<file path="src/rtl/gpio_bank_ctrl.sv">
module gpio_bank_ctrl #(
  parameter int NUM_PINS = 64,
  localparam int NB = NUM_PINS / 32,
  localparam int AW = $clog2(9 * NB)
) (
  input  logic                  clk,
  input  logic                  rst_n,
  input  logic                  bus_wr,
  input  logic                  bus_rd,
  input  logic [AW-1:0]         bus_addr,
  input  logic [31:0]           bus_wdata,
  output logic [31:0]           bus_rdata,
  input  logic [NUM_PINS-1:0]   pin_in,
  output logic [NUM_PINS-1:0]   pin_out,
  output logic [NUM_PINS-1:0]   pin_oe,
  output logic [2*NUM_PINS-1:0] alt_sel,
  output logic                  irq
);

  localparam int OFF_LVL  = 0;
  localparam int OFF_DIR  = NB;
  localparam int OFF_SET  = 2 * NB;
  localparam int OFF_CLR  = 3 * NB;
  localparam int OFF_RISE = 4 * NB;
  localparam int OFF_FALL = 5 * NB;
  localparam int OFF_STAT = 6 * NB;
  localparam int OFF_ALT  = 7 * NB;
  localparam int NALT     = 2 * NB;

  logic [NUM_PINS-1:0]   sync1_q, sync2_q, prev_q;
  logic [NUM_PINS-1:0]   dir_q, out_q, rise_en_q, fall_en_q, stat_q;
  logic [2*NUM_PINS-1:0] alt_q;
  logic [NUM_PINS-1:0]   set_mask, clr_mask, ack_mask, edge_hit;
  logic [31:0]           rd_word;

  always_ff @(posedge clk or negedge rst_n) begin
    if (!rst_n) begin
      sync1_q <= '0;
      sync2_q <= '0;
      prev_q  <= '0;
    end else begin
      sync1_q <= pin_in;
      sync2_q <= sync1_q;
      prev_q  <= sync2_q;
    end
  end

  assign edge_hit = (sync2_q & ~prev_q & rise_en_q) | (~sync2_q & prev_q & fall_en_q);

  always_comb begin
    set_mask = '0;
    clr_mask = '0;
    ack_mask = '0;
    for (int b = 0; b < NB; b++) begin
      if (bus_wr && bus_addr == AW'(OFF_SET + b))  set_mask[b*32 +: 32] = bus_wdata;
      if (bus_wr && bus_addr == AW'(OFF_CLR + b))  clr_mask[b*32 +: 32] = bus_wdata;
      if (bus_wr && bus_addr == AW'(OFF_STAT + b)) ack_mask[b*32 +: 32] = bus_wdata;
    end
  end

  always_ff @(posedge clk or negedge rst_n) begin
    if (!rst_n) begin
      dir_q     <= '0;
      out_q     <= '0;
      rise_en_q <= '0;
      fall_en_q <= '0;
      stat_q    <= '0;
      alt_q     <= '0;
    end else begin
      out_q  <= (out_q | set_mask) & ~clr_mask;
      stat_q <= (stat_q & ~ack_mask) | edge_hit;
      for (int b = 0; b < NB; b++) begin
        if (bus_wr && bus_addr == AW'(OFF_DIR + b))  dir_q[b*32 +: 32]     <= bus_wdata;
        if (bus_wr && bus_addr == AW'(OFF_RISE + b)) rise_en_q[b*32 +: 32] <= bus_wdata;
        if (bus_wr && bus_addr == AW'(OFF_FALL + b)) fall_en_q[b*32 +: 32] <= bus_wdata;
      end
      for (int w = 0; w < NALT; w++)
        if (bus_wr && bus_addr == AW'(OFF_ALT + w)) alt_q[w*32 +: 32] <= bus_wdata;
    end
  end

  always_comb begin
    rd_word = '0;
    for (int b = 0; b < NB; b++) begin
      if (bus_addr == AW'(OFF_LVL + b))  rd_word = sync2_q[b*32 +: 32];
      if (bus_addr == AW'(OFF_DIR + b))  rd_word = dir_q[b*32 +: 32];
      if (bus_addr == AW'(OFF_RISE + b)) rd_word = rise_en_q[b*32 +: 32];
      if (bus_addr == AW'(OFF_FALL + b)) rd_word = fall_en_q[b*32 +: 32];
      if (bus_addr == AW'(OFF_STAT + b)) rd_word = stat_q[b*32 +: 32];
    end
    for (int w = 0; w < NALT; w++)
      if (bus_addr == AW'(OFF_ALT + w)) rd_word = alt_q[w*32 +: 32];
  end

  assign bus_rdata = bus_rd ? rd_word : '0;
  assign pin_out   = out_q;
  assign pin_oe    = dir_q;
  assign alt_sel   = alt_q;
  assign irq       = |stat_q;

  for (genvar b = 0; b < NB; b++) begin : g_bank_chk

    set_bits_chk: assert property (@(posedge clk) disable iff (!rst_n)
      (bus_wr && bus_addr == AW'(OFF_SET + b)) |=>
        ((pin_out[b*32 +: 32] & $past(bus_wdata)) == $past(bus_wdata)));

    clr_bits_chk: assert property (@(posedge clk) disable iff (!rst_n)
      (bus_wr && bus_addr == AW'(OFF_CLR + b)) |=>
        ((pin_out[b*32 +: 32] & $past(bus_wdata)) == 32'h0));
  end


  out_idle_chk: assert property (@(posedge clk) disable iff (!rst_n)
    !bus_wr |=> $stable(pin_out));


  oe_idle_chk: assert property (@(posedge clk) disable iff (!rst_n)
    !bus_wr |=> $stable(pin_oe));


  sticky_chk: assert property (@(posedge clk) disable iff (!rst_n)
    1'b1 |=> ((stat_q & $past(stat_q & ~ack_mask)) == $past(stat_q & ~ack_mask)));


  edge_wins_chk: assert property (@(posedge clk) disable iff (!rst_n)
    (edge_hit != '0) |=> ((stat_q & $past(edge_hit)) == $past(edge_hit)));


  irq_hold_chk: assert property (@(posedge clk) disable iff (!rst_n)
    (irq && !bus_wr) |=> irq);

endmodule

</file>
<file path="config.mk">
export PLATFORM = sky130hd
export DESIGN_NAME = gpio_bank_ctrl
export DESIGN_NICKNAME = d
export VERILOG_FILES = /design/src/rtl/gpio_bank_ctrl.sv
export SDC_FILE = /design/constraint.sdc
export NUM_CORES = 1
export LEC_CHECK = 0
export ABC_CLOCK_PERIOD_IN_PS = 4900
export BUFFER_PORTS_ARGS = -buffer_cell sky130_fd_sc_hd__buf_2
export CORE_UTILIZATION = 35
export DETAILED_ROUTE_END_ITERATION = 8
export PLACE_DENSITY = 0.57
export SYNTH_ARGS = -nofsm -noshare
export SYNTH_HDL_FRONTEND = slang
export SYNTH_SLANG_ARGS = --single-unit
export TNS_END_PERCENT = 5
</file>
<file path="constraint.sdc">
create_clock -name clk -period 4.9 [get_ports clk]
set_input_delay 1.47 -clock clk [delete_from_list [all_inputs] [get_ports clk]]
set_output_delay 1.47 -clock clk [all_outputs]
set_load 0.1 [all_outputs]
</file>
After elaboration in Yosys (flattened, before gate mapping)
Index checks and enable logic that the tools add are counted.

word-level totals
  bits in registers = 640
  latch bits = 0
  bits in writable memories = 0
  ROM bits = 0
  input bits = 105
  word-level logic and storage cells = 84
  memories kept = 0

operators by class
  $add $sub $neg = 0
  multipliers = 0
  divide/modulo/power cells = 0
  magnitude comparators = 0
  equality and inequality tests = 17
  shifts and indexed selects = 0
  multiplexer cells = 21
  bitwise operators = 13
  reductions and logical operators = 18

operators with widths
  operator                                                                number
  32-bit two-way mux                                                      21
  64-bit bitwise AND                                                      6
  64-bit inverter                                                         4
  64-bit bitwise OR                                                       3
  64-bit OR reduction                                                     1
  5-bit by 4-bit equality test with 1-bit output (second input constant)  8
  5-bit by 3-bit equality test with 1-bit output (second input constant)  4
  1-bit logical AND                                                       16
  5-bit by 2-bit equality test with 1-bit output (second input constant)  2
  5-bit equality test (second input constant)                             2
  5-bit by 1-bit equality test with 1-bit output (second input constant)  1
  5-bit logical NOT                                                       1

Logic depth before layout (Yosys ltp)
Gate-level depths: netlist (run 1).

  depth after elaboration = 16
  gate-level depth with buffers = 9

Worst setup path after synthesis (run 1)
Ideal clock, no wire load.

  kind = input -> output
  start point = input bus_addr[3]
  end point = output bus_rdata[30]
  arrival time = 4.912 ns
  required time = 3.430 ns
  slack = -1.482 ns
  stages on the path = 7
  path buffers = 2
  cell sequence = buf_6 -> or3_4 -> nor2_2 -> buf_2 -> a22oi_1 -> a22o_1 -> a211oi_1

between the ends
  word-level cells in the longest chain between the ends = 16
  elaborated cells between the ends (all ways) = 29
  those cells by class = eq/ne: 13; mux: 15; reduce/logical: 1

RTL lines
  item                             line  text
  start: declaration               10    input logic [AW-1:0] bus_addr,
  5-bit logical NOT                85    if (bus_addr == AW'(OFF_LVL + b)) rd_word = sync2_q[b*32 +: 32];
  32-bit two-way mux               85
  32-bit two-way mux               86    if (bus_addr == AW'(OFF_DIR + b)) rd_word = dir_q[b*32 +: 32];
  32-bit two-way mux               87    if (bus_addr == AW'(OFF_RISE + b)) rd_word = rise_en_q[b*32 +: 32];
  32-bit two-way mux               88    if (bus_addr == AW'(OFF_FALL + b)) rd_word = fall_en_q[b*32 +: 32];
  32-bit two-way mux               89    if (bus_addr == AW'(OFF_STAT + b)) rd_word = stat_q[b*32 +: 32];
  32-bit two-way mux               85
  32-bit two-way mux               86
  32-bit two-way mux               87
  32-bit two-way mux               88
  32-bit two-way mux               89
  32-bit two-way mux (3 in a row)  92    if (bus_addr == AW'(OFF_ALT + w)) rd_word = alt_q[w*32 +: 32];
  32-bit two-way mux *             92
  32-bit two-way mux *             95    assign bus_rdata = bus_rd ? rd_word : '0;
  end: declaration                 12    output logic [31:0] bus_rdata,

Every way passes the cells marked *; elsewhere a longest branch is shown, timed or not.

Final worst setup path (run 1)
  start point = input bus_addr[3]
  end point = output bus_rdata[4]

Same word-level chain as after synthesis.

==> results of run 1 <==
==> metrics by stage <==
stage	power, mW	hold WS [ns]	worst slack [ns]	TNS (ns)
final	17.85	0.3454	-0.05959	-0.2191
after global routing	18.38	0.3519	-0.05178	-0.5402
after CTS	17.90	0.3489	-0.07718	-0.2413
after detailed placement	12.27	0.3357	-0.5277	-11.37
after global placement	12.19	0.3358	-0.5093	-10.99
after floorplan	10.75	0.3312	-0.5479	-4.150
==> area by class of cell <==
class | instances | area (um^2)
diodes | 1 | 2.502
clock buffers | 99 | 2087
clock inverters | 28 | 336.6
fillers | 7209 | 41590
inverters | 13 | 48.80
multi-input cells | 1518 | 11240
flip-flops and latches | 640 | 16020
well taps | 1040 | 1301
repair buffers | 697 | 5229
==> registers in the layout, indices dropped and copies added, names as in the netlist <==
| name | flops |
|---|---|
| stat_q | 64 |
| sync2_q | 64 |
| pin_oe | 64 |
| fall_en_q | 64 |
| prev_q | 64 |
| pin_out | 64 |
| sync1_q | 64 |
| alt_sel | 128 |
| rise_en_q | 64 |
==> worst max-delay path by stage <==
stage	startpoint	endpoint	slack [ns]	depth (start not counted)
2_1_floorplan	bus_addr[2]	bus_rdata[4]	-0.55	8
3_3_place_gp	bus_addr[2]	bus_rdata[19]	-0.51	10
3_5_place_dp	bus_addr[2]	bus_rdata[22]	-0.53	10
4_1_cts	bus_addr[2]	bus_rdata[4]	-0.08	11
5_1_grt	bus_addr[4]	bus_rdata[22]	-0.05	9
6_report	bus_addr[3]	bus_rdata[4]	-0.06	11
==> power breakdown <==
group,internal [mW],switching [mW]
clock network,3.35,2.23
registers,6.06,0.819
logic,1.15,4.25
==> timing repair <==
| action | in CTS | in global routing |
|---|---|---|
| pin swaps | 14 | 22 |
| gates cloned | 0 | 0 |
| buffers inserted | 5 | 13 |
| endpoints found under the setup margin | 32 | 31 |
| gates resized for setup | 81 | 65 |
==> worst max-delay path, delay by kind of cell <==
family	cells	cell delay, ns
buf+inv	6	0.89
simple gates	1	0.24
compound gates	4	0.86
==> routing by layer <==
metal / vias to the layer above / track usage / wire length (um)
met2: 1164 / 0.4471 / 53520
met4: 0 / 0.1200 / 5283
met1: 12040 / 0.3871 / 49410
met5: - / 0 / 0
met3: 255 / 0.06707 / 9635
li1: 9785 / - / -
==> logic make-up after synthesis <==
group | Yosys count
mux | 334
simple gates | 552
buf+inv | 188
compound gates | 632
flops | 640
==> cell usage in the layout, fill, tap and decap left out, types with 8 or more instances in the layout <==
| cell type | Yosys | routed |
|---|---|---|
| dfrtp_1 | 640 | 640 |
| buf_2 | 66 | 355 |
| mux2_2 | 325 | 325 |
| buf_4 | 11 | 248 |
| nand2_1 | 226 | 217 |
| a21oi_1 | 182 | 174 |
| o21ai_0 | 143 | 133 |
| nand3b_1 | 75 | 75 |
| clkbuf_16 | 0 | 75 |
| nor2_1 | 74 | 67 |
| buf_12 | 0 | 59 |
| a21o_1 | 48 | 48 |
| o211ai_1 | 39 | 39 |
| buf_6 | 7 | 31 |
| a22oi_1 | 25 | 23 |
| nand3_1 | 21 | 21 |
| o22ai_1 | 21 | 20 |
| o21a_1 | 21 | 19 |
| nor2b_1 | 19 | 17 |
| nor3_1 | 18 | 16 |
| nor4_1 | 16 | 16 |
| clkinv_2 | 0 | 15 |
| a31oi_1 | 17 | 14 |
| inv_1 | 13 | 13 |
| or2_2 | 15 | 12 |
| o221ai_1 | 13 | 12 |
| clkbuf_1 | 84 | 12 |
| clkbuf_8 | 0 | 12 |
| a211o_1 | 11 | 11 |
| o22a_1 | 11 | 11 |
| nand2b_1 | 13 | 10 |
| nor2_4 | 2 | 10 |
| and3b_1 | 11 | 10 |
| a222oi_1 | 9 | 9 |
| and3_1 | 10 | 9 |
| o21ai_1 | 1 | 9 |
| o31a_1 | 9 | 9 |
| a221oi_1 | 10 | 8 |
| nand4_1 | 8 | 8 |
| o311a_1 | 8 | 8 |
==> impl_results.md, run 1 <==
- Routed WL: 117900 um
- Commonest cells post-synth: dfrtp_1 (640), mux2_2 (325), nand2_1 (226)
- Initial Util: 0.3558
- Synth top area share: 0.5782
- DRC viols: 0
- Worst reg2reg path startpoint: sync2_q[29]
- Max Freq: between 200 and 250 MHz
- Placer Congestion: between 0.9 and 1
- Nature of the critical path endpoint: output port
- Violation count after the first detailed-routing iteration: 2330
- Detailed Routing Iterations Pass 1: 6
- Placed cell count: a little under 4k
- GRT Util Overall: 0.2883
- Share of cells above drive strength 1: 0.4150
- Synth Cell Area: 27700 um^2
- Worst Path Class, Setup: input pin to output port
- RSZ-0062 raised after global routing: true
- HP Class: flop to flop
- Per-cell routed wire length: 29.20 um
- Post-synth ARST share: 1.000
- Reg2Reg Depth: 3
- Vias after detailed routing: 23.24k
- Area leader, netlist: dfrtp_1
- Yosys warnings: 0
- TritonCTS clock tree: done
- Largest family of logic cells by synthesized area: compound AO/OA/AOI/OAI gates
- P&R area growth vs syn: 30.92%
- Via-per-instance ratio: between 5 and 6
- Skew-Pair Late Insertion Delay: between 0.6 and 0.7 ns
- Register area share after synthesis: 0.5782
- Mux cell area share after synthesis: 0.1356
- Row count: about 100
- Die area: about 80000 um^2
- Synth Area in Simple Gates: 0.1063
- Post-DP HPWL: 85810 um
- Dpl cell area: 33130 um^2
- Syn_area_per_cell: around 12 um^2
- Worst path required time: between 3 and 4 ns
- Synth area leaders: dfrtp_1 (58%), mux2_2 (13%), a21oi_1 (3.3%)
- Critical-path maximum fanout: 9
- Hold path depth: 0
- Arr. time, crit path: ~3.5 ns
- Pin count of the biggest net entering global routing: 85
- Compound-Gate Fraction of Synth Area: 0.1481
- Ys flop type: dfrtp_1
- Flop2flop setup slack: 3.90 ns
- GRT overflow: 0
- TritonCTS buffer count: just over 70
- NumNets Final: between 3k and 4k
- Reg2reg end: stat_q[29]
- Synthesized netlist cell count: 2346
- CP peak stage delay: 0.36 ns
- I/O pins: around 390
- Clk_skew: roughly 0.026 ns
- Hold Path End: sync2_q[40]
- Critical Path Source Type: input pin
- Max-Cap Viols: 0
- Cell mode on critical path: buf_6
- Adder-Cell Fraction of Synth Area: 0
- Failing checks: negative setup slack
- Die span in y: approximately 280 um
- Sink Count: 640
- Die Width: ~280 um
- Synth Area in XOR/XNOR: 0
- Worst Max-Slew Pin Slew: 0.9752 ns
- CTS H-tree lvls: 3
- Status: finished, violations left
- First-pass GRT wire length: around 170000 um
- Worst Slack Setup Final: -0.05959 ns
- Finished Cell Area: about 36000 um^2
- Post-synthesis cell type count: 82
- Final non-filler cell total: around 4.0k
- Post-DRT Antenna Nets: 0
- Number of global-route vias before repair: 23.36k
- CORE AREA: approximately 78000 um^2
- Final Cycle Share: 1.012
- Setup violations, final: 7
- Syn nets: 2451
- CTS Hold Buffers Added: 0
- Final Core Density: 0.4658
- HP Start: sync1_q[40]
- Final slew viol count: 0
- Worst rel slew slack: 0.3439
- Crit path cell chain: buf_6 > buf_12 > buf_6 > and4bb_2 > buf_6 > a32o_1 > a31oi_1 > o21ai_2 > a221oi_2 > buf_4 > buf_12
- Antenna violations before repair: 3
- Final Hold Viols: 0
- Post-synth EDFFs: 0
- PwrDens: 492.3 nW/um^2
- CTS root buf: clkbuf_16
- Lkg Pwr: 16.58 nW
- Peak VDD IR: between 0.0004 and 0.0005 V
- Cell with the most instances after synthesis: dfrtp_1
- Tmin final: about 5.0 ns
- Synthesis-stage register bit count: 640
- PortBufs: approximately 400
- Slowest library cell on the worst path: a221oi_2
- CTS Buffer Depth: 3
- Reg clk slew, reported paths: about 0.060 ns
No activity file was read; power rests on OpenSTA's default activity.
==> run 2: changes to the inputs <==
BUFFER_PORTS_ARGS = unset   (was -buffer_cell sky130_fd_sc_hd__buf_2)
CTS_BUF_LIST = sky130_fd_sc_hd__clkbuf_8   (was unset)
DONT_BUFFER_PORTS = 1   (was unset)
PLACE_DENSITY = 0.53   (was 0.57)
==> run 2 against run 1 <==
Net effect: the flow now finishes without violations; clock power shrank 3%; sequential share of layout area increased by 3.2 points; via count fell by 5.8%; hold slack got worse by 0.00073 ns; final cell count down 7.2%; power fell by 2.3%; non-clock buffer count is 370 lower; critical path type unchanged; clock-buffer cell count grew 42.
==> impl_results.md, run 2 (synthesized netlist as in run 1, its figures left out) <==
- Die area: 80270 um^2 (unchanged)
- Max-Cap Viols: 0 (unchanged)
- Most frequent cells in the layout: dfrtp_1 (640), mux2_2 (325), buf_4 (282), nand2_1 (223), a21oi_1 (178)
- Worst hold margin: 0.3447 ns (-0.0007310 ns)
- P&R area growth vs syn: 22.18%
- NumNets Final: 2717 (-11%)
- GRT Util Overall: 0.2887 (+0.0003736)
- Filler Cells Inserted: 7346 (+1.9%)
- Max FFs per register: 128 (unchanged)
- Final Cycle Share: 0.9979 (-0.01429)
- Worst Path Class, Setup: input pin to output port
- Lkg Pwr: 14.94 nW (-9.9%)
- CTS H-tree lvls: 3 (unchanged)
- First-pass GRT wire length: 167000 um (-0.48%)
- Detailed Routing Iterations Pass 1: 6 (unchanged)
- Worst rel slew slack: 0.02171 (-0.3222)
- Final Core Density: 0.4347 (-0.03110)
- Final Hold Viols: 0 (unchanged)
- GRT overflow: 0 (unchanged)
- I/O pins: 394 (unchanged)
- CORE AREA: 77850 um^2 (unchanged)
- Placer Congestion: 0.9400 (-3.6%)
- Initial Util: 0.3558 (unchanged)
- Sink Count: 640 (unchanged)
- Pin count of the biggest net entering global routing: 641 (+650%)
- Placed cell count: 3535 (-9.1%)
- Worst Slack Setup Final: 0.01042 ns (+0.07000 ns)
- TritonCTS buffer count: 112 (+56%)
- Clk_skew: 0.02721 ns (+0.001487 ns)
- Final non-filler cell total: 3745 (-7.2%)
- Vias after detailed routing: 21.90k (-5.8%)
- Max Freq: 204.5 MHz (+1.4%)
- TritonCTS clock tree: done
- Post-DP HPWL: 79310 um (-7.6%)
- Violation count after the first detailed-routing iteration: 2104 (-9.7%)
- Post CTS Setup Buffer Count: 0 (-5)
- Via-per-instance ratio: 5.848 (+1.6%)
- Post-DRT Antenna Nets: 0 (unchanged)
- Per-cell routed wire length: 31.27 um (+7.1%)
- Critical Path End: bus_rdata[15]
- CP peak stage delay: 0.45 ns (+0.09 ns)
- Reg2reg end: pin_out[31]
- Worst reg2reg path startpoint: pin_out[31]
- PwrDens: 515.3 nW/um^2 (+4.7%)
- Worst Max-Slew Pin Slew: 1.467 ns (+0.4923 ns)
- Number of global-route vias before repair: 22.21k (-4.9%)
- Final slew viol count: 0 (unchanged)
- Worst path required time: 3.43 ns (about the same)
- HP Class: flop to flop
- Critical Path Source Type: input pin
- Nature of the critical path endpoint: output port
- Flop2flop setup slack: 3.32 ns (-0.58 ns)
- Die span in y: 283.3 um (unchanged)
- Finished Cell Area: 33840 um^2 (-6.7%)
- CTS Buffer Depth: 3 (unchanged)
- Slowest library cell on the worst path: or2_2
- Status: finished clean
- Reg clk slew, reported paths: 0.06 ns (about the same)
- Antenna violations before repair: 6 (+3)
- Setup violations, final: 0 (-7)
- DRC viols: 0 (unchanged)
- Die Width: 283.3 um (unchanged)
- Tmin final: 4.890 ns (-0.07000 ns)
- Crit. Startpoint: bus_addr[1]
- Critical-path maximum fanout: 114 (+105)
- Cell mode on critical path: buf_12
- CTS Hold Buffers Added: 0 (unchanged)
- Peak VDD IR: 0.0003201 V (-24%)
- RSZ-0062 raised after global routing: false
- Post-Place Worst Slack: 0.08868 ns (+0.6163 ns)
- Dpl cell area: 31270 um^2 (-5.6%)
- Routed WL: 117100 um (-0.62%)
- Row count: 102 (unchanged)
- Skew-Pair Late Insertion Delay: 0.74 ns (+0.12 ns)
- Arr. time, crit path: 3.42 ns (-0.07 ns)
- Share of cells above drive strength 1: 0.3294 (-0.08564)
- PortBufs: 0 (-100%)
- Most common cell after layout, fill and taps aside: dfrtp_1
- Crit path cell chain: or2_2 > buf_12 > nor2_1 > a221oi_1 > and3_1 > a211oi_4 > buf_12
- CTS root buf: clkbuf_8
- Reg2Reg Depth: 3 (unchanged)
[run 2: changes by cell type in the layout (fill, tap and decap cells not counted), sizes merged, moves of 3 or more]
cell	change
buf	-370
clkbuf	+42
inv	+32
bufinv	+3
clkinv	-3
clkinvlp	+3
[run 2: how the worst min path moves through the flow]
stage | start | end | slack, ns | cells after the start
floorplan | sync1_q[0] | sync2_q[0] | 0.33 | 0
global placement | sync1_q[14] | sync2_q[14] | 0.34 | 0
detailed placement | sync1_q[53] | sync2_q[53] | 0.34 | 0
CTS | sync1_q[27] | sync2_q[27] | 0.34 | 0
global route | sync1_q[52] | sync2_q[52] | 0.35 | 0
finish | sync1_q[27] | sync2_q[27] | 0.34 | 0
[run 2: what timing repair did]
action                     in CTS  in global routing
hold endpoints to repair        0                  0
setup endpoints to repair       0                  2
resized for setup               0                  2
[run 2: power by group]
part / internal, mW / switching, mW / total [mW]
clock: 3.11 / 2.32 / 5.43
sequential: 6.03 / 1.72 / 7.75
combinational: 1.10 / 3.16 / 4.26
total: 10.2 / 7.20 / 17.4
[run 2: metal layers]
layer,GRT usage,vias to the layer above,part of all wire
met4,0.1218,6,0.043
met5,0,-,0.00032
met2,0.4412,1169,0.45
li1,-,9118,-
met3,0.06836,251,0.092
met1,0.3917,11360,0.42
[run 2: layout make-up]
cell class	instances	area [um^2]	area share
timing repair buffer	327	3040	0.08984
clock buffer	141	1941	0.05734
antenna	3	7.507	0.0002218
inverter	13	48.80	0.001442
tap	1040	1301	0.03845
sequential	640	16020	0.4732
multi-input combinational	1518	10950	0.3235
clock inverter	63	539.3	0.01593
[run 2: metrics by stage]
step | TNS, ns | total power [mW]
3_3_place_gp | 0 | 11.89
5_1_grt | 0 | 18.00
2_1_floorplan | -4.150 | 10.75
3_5_place_dp | 0 | 11.96
4_1_cts | 0 | 17.42
6_report | 0 | 17.44
[run 2: worst max-delay path: cells and delay by family]
kind	cells	cell delay (ns)
and+or+nand+nor	3	1.04
AOI/OAI and AO/OA	2	0.43
buffers and inverters	2	0.40
